File: src/rtl/agen_pkg.sv
package agen_pkg;
   typedef enum logic [1:0] {
      AM_BASE  = 2'd0,
      AM_INDEX = 2'd1,
      AM_PRE   = 2'd2,
      AM_POST  = 2'd3
   } amode_e;

   typedef enum logic [1:0] {
      OP_LOAD  = 2'd0,
      OP_STORE = 2'd1,
      OP_MOVE  = 2'd2,
      OP_RSVD  = 2'd3
   } aop_e;

   typedef struct packed {
      logic mem;        // operation touches memory
      logic store;      // direction of the access
      logic wb;         // base register is updated
      logic use_off;    // offset participates in the result
      logic addr_sum;   // address comes from the sum, not the base
   } actl_s;
endpackage

File: src/rtl/agen_decode.sv
module agen_decode
   import agen_pkg::*;
(
   input  logic [1:0] mode,
   input  logic [1:0] op,
   output actl_s      ctl
);
   amode_e m;
   aop_e   o;

   always_comb begin
      m = amode_e'(mode);
      o = aop_e'(op);
      ctl.mem      = (o == OP_LOAD) || (o == OP_STORE);
      ctl.store    = (o == OP_STORE);
      ctl.use_off  = (m != AM_BASE);
      ctl.wb       = ctl.mem && ((m == AM_PRE) || (m == AM_POST));
      ctl.addr_sum = (m == AM_INDEX) || (m == AM_PRE);
   end
endmodule

File: src/rtl/agen_offset.sv
module agen_offset #(
   parameter int ADDR_W = 64,
   parameter int IMM_W  = 9,
   parameter int SH_W   = 2
) (
   input  logic [ADDR_W-1:0] off_reg,
   input  logic [IMM_W-1:0]  off_imm,
   input  logic              off_sel,
   input  logic [SH_W-1:0]   shamt,
   output logic [ADDR_W-1:0] off_val,
   output logic              off_neg
);
   logic [ADDR_W-1:0] reg_scaled;
   logic [ADDR_W-1:0] imm_ext;

   // bits pushed past the top are lost by the fixed result width
   assign reg_scaled = off_reg << shamt;

   generate
      if (IMM_W < ADDR_W) begin : g_sext
         assign imm_ext = {{(ADDR_W-IMM_W){off_imm[IMM_W-1]}}, off_imm};
      end else begin : g_full
         assign imm_ext = off_imm;
      end
   endgenerate

   assign off_val = off_sel ? imm_ext : reg_scaled;
   assign off_neg = off_val[ADDR_W-1];
endmodule

File: src/rtl/agen_sum.sv
module agen_sum #(
   parameter int ADDR_W = 64
) (
   input  logic [ADDR_W-1:0] base,
   input  logic [ADDR_W-1:0] off,
   input  logic              off_neg,
   output logic [ADDR_W-1:0] sum,
   output logic              under
);
   logic [ADDR_W:0] wide;

   assign wide  = {1'b0, base} + {1'b0, off};
   assign sum   = wide[ADDR_W-1:0];
   // a negative addend that produces no carry has crossed below zero
   assign under = off_neg & ~wide[ADDR_W];
endmodule

File: src/rtl/agen_unit.sv
module agen_unit
   import agen_pkg::*;
#(
   parameter int ADDR_W = 64,
   parameter int IMM_W  = 9,
   parameter int SH_W   = 2,
   parameter int IDX_W  = 5
) (
   input  logic              clk,
   input  logic              rst_n,
   input  logic              in_valid,
   input  logic [ADDR_W-1:0] base_val,
   input  logic [IDX_W-1:0]  base_idx,
   input  logic [ADDR_W-1:0] off_reg,
   input  logic [IMM_W-1:0]  off_imm,
   input  logic              off_sel,
   input  logic [SH_W-1:0]   shamt,
   input  logic [1:0]        mode,
   input  logic [1:0]        op,
   output logic              req_valid,
   output logic [ADDR_W-1:0] req_addr,
   output logic              req_store,
   output logic              wb_en,
   output logic [ADDR_W-1:0] wb_val,
   output logic [IDX_W-1:0]  wb_idx,
   output logic              fault
);
   localparam int MAX_SH = (1 << SH_W) - 1;

   generate
      if (IMM_W < 2 || IMM_W >= ADDR_W) begin : g_bad_imm
         $error("agen_unit: IMM_W must lie in 2..ADDR_W-1");
      end
      if (SH_W < 1 || MAX_SH >= ADDR_W) begin : g_bad_sh
         $error("agen_unit: SH_W gives a shift range wider than the address");
      end
      if (IDX_W < 1) begin : g_bad_idx
         $error("agen_unit: IDX_W must be at least 1");
      end
   endgenerate

   actl_s             ctl;
   logic [ADDR_W-1:0] off_val;
   logic              off_neg;
   logic [ADDR_W-1:0] sum;
   logic              under;
   logic              flt_nx;
   logic              req_nx;
   logic              wb_nx;
   logic [ADDR_W-1:0] addr_nx;

   agen_decode u_dec (
      .mode (mode),
      .op   (op),
      .ctl  (ctl)
   );

   agen_offset #(.ADDR_W(ADDR_W), .IMM_W(IMM_W), .SH_W(SH_W)) u_off (
      .off_reg (off_reg),
      .off_imm (off_imm),
      .off_sel (off_sel),
      .shamt   (shamt),
      .off_val (off_val),
      .off_neg (off_neg)
   );

   agen_sum #(.ADDR_W(ADDR_W)) u_sum (
      .base    (base_val),
      .off     (off_val),
      .off_neg (off_neg),
      .sum     (sum),
      .under   (under)
   );

   always_comb begin
      flt_nx  = in_valid && ctl.mem && ctl.use_off && under;
      req_nx  = in_valid && ctl.mem && !flt_nx;
      wb_nx   = in_valid && ctl.wb && !flt_nx;
      addr_nx = ctl.addr_sum ? sum : base_val;
   end

   always_ff @(posedge clk) begin
      if (!rst_n) begin
         req_valid <= 1'b0;
         wb_en     <= 1'b0;
         fault     <= 1'b0;
         req_addr  <= '0;
         req_store <= 1'b0;
         wb_val    <= '0;
         wb_idx    <= '0;
      end else begin
         req_valid <= req_nx;
         wb_en     <= wb_nx;
         fault     <= flt_nx;
         if (in_valid) begin
            req_addr  <= addr_nx;
            req_store <= ctl.store;
            wb_val    <= sum;
            wb_idx    <= base_idx;
         end
      end
   end
endmodule

File: config.mk
export PLATFORM = sky130hd
export DESIGN_NAME = agen_unit
export DESIGN_NICKNAME = d
export VERILOG_FILES = /design/src/rtl/agen_pkg.sv /design/src/rtl/agen_decode.sv /design/src/rtl/agen_offset.sv /design/src/rtl/agen_sum.sv /design/src/rtl/agen_unit.sv
export SDC_FILE = /design/constraint.sdc
export NUM_CORES = 1
export LEC_CHECK = 0
export ABC_AREA = 1
export BUFFER_PORTS_ARGS = -buffer_cell sky130_fd_sc_hd__buf_2
export CORE_UTILIZATION = 50
export DETAILED_ROUTE_END_ITERATION = 10
export HOLD_SLACK_MARGIN = 0.06
export PLACE_DENSITY = 0.74
export SKIP_CTS_REPAIR_TIMING = 1
export SLEW_MARGIN = 10
export SYNTH_ARGS = -nofsm -noshare
export SYNTH_HDL_FRONTEND = slang
export SYNTH_HIERARCHICAL = 1
export SYNTH_SLANG_ARGS = --single-unit
export TNS_END_PERCENT = 20
File: constraint.sdc
create_clock -name clk -period 2.7 [get_ports clk]
set_input_delay 0.135 -clock clk [delete_from_list [all_inputs] [get_ports clk]]
set_output_delay 0.135 -clock clk [all_outputs]
set_load 0.01 [all_outputs]
==> flow_summary.toml <==
[outcome]
status = "completed"

[sta]
max-slew-margin-rel_pct = 37.1
tns_ns = 0
final-hold-violation-count = 0
period_share_pct = 96.7
finalSetupViolCount = 0
fin_worst_skew_ns = 0
rsz0062_at_grt = "true"
tightest_slew_ns = 0.944
drv_slew = 0
max_freq_mhz = 383
fin_ws_ns = 0.0880
holdWs_ns = 0.0118
period_needed_ns = 2.61

[yosys]
synth_top_area_share_pct = 26.0
synth_nets = 2817
synth_cell_types = 25
synth_warnings = 6
syn_area_um2 = 13600
synth_seq_cells = 137
yosysSeqAreaShare_pct = 20.1
synthCells = 2597
yosys.area.top_type = "nand2_1"
syn_area_per_cell_um2 = 5.25
synth_area_leaders = "nand2_1, dfxtp_1, inv_1"

[power]
total_power_mw = 9.08
combPwrFrac_pct = 45.9
swShare_pct = 41.7
sequentialPowerShare_pct = 25.8
p_int_mw = 5.29
p_leak_nw = 11.1
p_per_area_nw_per_um2 = 508
power_frac_clock_pct = 28.3
ir_drop_v = 0.000367
p_sw_mw = 3.79

[clock_tree]
numCtsBuffers = 17
clk_latency_ns = 0.43
cts-root-buf = "clkbuf_16"
h-tree-depth = 4
clk_pin_slew_ns = 0.07
cts_tree = "built"
cts_sinks = 137
clockBufferDepth = 2

[grt]
grt_pass1_vias = 16156
antenna_found_initial = 0
grt_use_met1_pct = 48.9
overflow = 0
grt_pass1_wl_mm = 82.6
track_usage_pct = 37.0
top_usage_layer = "met2"
grtUsageMet3_pct = 3.85
grt_max_degree = 201
use_met2_pct = 63.3

[critical_path]
crit_chain = "buf_2, inv_2, buf_12, nand2_1, nand3_1, nand3_1, ha_1, nand2_1, nor2_1, nand3_1, nand3_2, nand2_1, nand2_1, nand2_1, nand4_1, nand2_1, nand2_1, nand3_1, nand2_1, inv_1"
critPathMostFrequentCell = "nand2_1"
critPathMaxStageDelay_ns = 0.34
slowest_stage = "ha_1"
worstPathMaxFanout = 36
cp-start-kind = "input port"
cp_top_family = "simple AND/OR/NAND/NOR gates"
crit_buf_inv = 4
cp.arrival_ns = 2.95
cp-end-kind = "register"
critPathRequiredTime_ns = 3.04
worstSetupPathType = "in2reg"

[detailed_routing]
totalWireLength_mm = 53.8
routed_via_density = 5.13
drc = 0
first_iter_violations = 1691
routedWlPerCell_um = 15.8
ant_nets = 0
vias = 17504
dr.pass1.iters = 6

[layout]
syn_to_final_growth_pct = 31.0
final_nets = 3279
nFillCells = 2630
stdcell_count = 3413
diodes = 0
layout_commonest_cell = "nand2_1"
final_util_pct = 66.5
design_area_um2 = 17900
final_cell_mix = "nand2_1, inv_1, nor2_1"
drive_above_1_share_pct = 19.7

[placement]
hpwl_mm = 41.6
place_inst = 3337
gp_congestion = 0.996
dpl_cell_area_um2 = 16700
io_buffers = 288
place_ws_ns = -0.466

[floorplan]
io_pins = 289
die_x_um = 167
rows = 60
start_util_pct = 50.7
die_h_um = 167
dieArea_um2 = 27900
coreArea_um2 = 26900

[worst_hold_path]
hold_path.class = "in2reg"

[flow_run]
cap_viol_max_count = 0
==> flip-flops by register name, indices dropped and copies added (netlist names) <==
register   count
req_addr      64
wb_val        64
wb_idx         5
fault          1
req_store      1
req_valid      1
wb_en          1
==> cell usage after synthesis (all sizes together) <==
cell type  count
dfxtp        137
clkbuf        28
clkinv         3
nand2        964
ha            67
xor2          31
nor3          19
nor2         392
nor4           2
nand4         12
nand3        302
buf           61
fa             1
a21oi         45
o21ai         75
inv          458
==> power by group through the flow <==
stage               clock network [mW]  logic, mW  registers [mW]
floorplan                            0       2.24            2.47
global placement                     0       3.93            2.37
detailed placement                   0       3.97            2.38
CTS                               2.58       3.99            2.34
global route                      2.65       4.58            2.36
finish                            2.57       4.17            2.34
==> worst min-delay path: stages <==
cell	delay (ns)
buf_2	0.09
nand2_1	0.05
nand3_1	0.06
nand2_1	0.05
inv_1	0.04
==> cells by family after synthesis <==
logic type	count (synthesis)	synth area share (%)
fa+ha+maj	68	6.29
xor+xnor	31	1.99
simple gates	1691	51.0
compound gates	120	4.40
flops	137	20.1
buf+inv	550	16.2
==> path summary, 6_finish.rpt <==
check / from / to / slack (ns) / cells after the start
worst max-delay path: shamt[0] / req_addr[50] / 0.09 / 20
worst min-delay path: base_val[0] / req_addr[0] / 0.01 / 5
worst max register to register: req_addr[24] / req_addr[24] / 1.96 / 4
worst min register to register: wb_idx[3] / wb_idx[3] / 0.50 / 2
==> metal layers <==
metal	share of wire, %	routed length, µm
met1	44	23700
met2	47	25000
met3	6.7	3620
met4	2.7	1430
met5	0	0
==> layout make-up <==
class                   instances  area (µm²)  share of cell area, %
clock buffers                  18         439                   2.46
repair buffers                532        3570                   20.0
flip-flops and latches        137        2740                   15.4
multi-input cells            1910        8790                   49.2
well taps                     341         427                   2.39
inverters                     461        1730                   9.69
clock inverters                14         164                  0.918
Note: power is estimated with default switching activity, not from simulation.
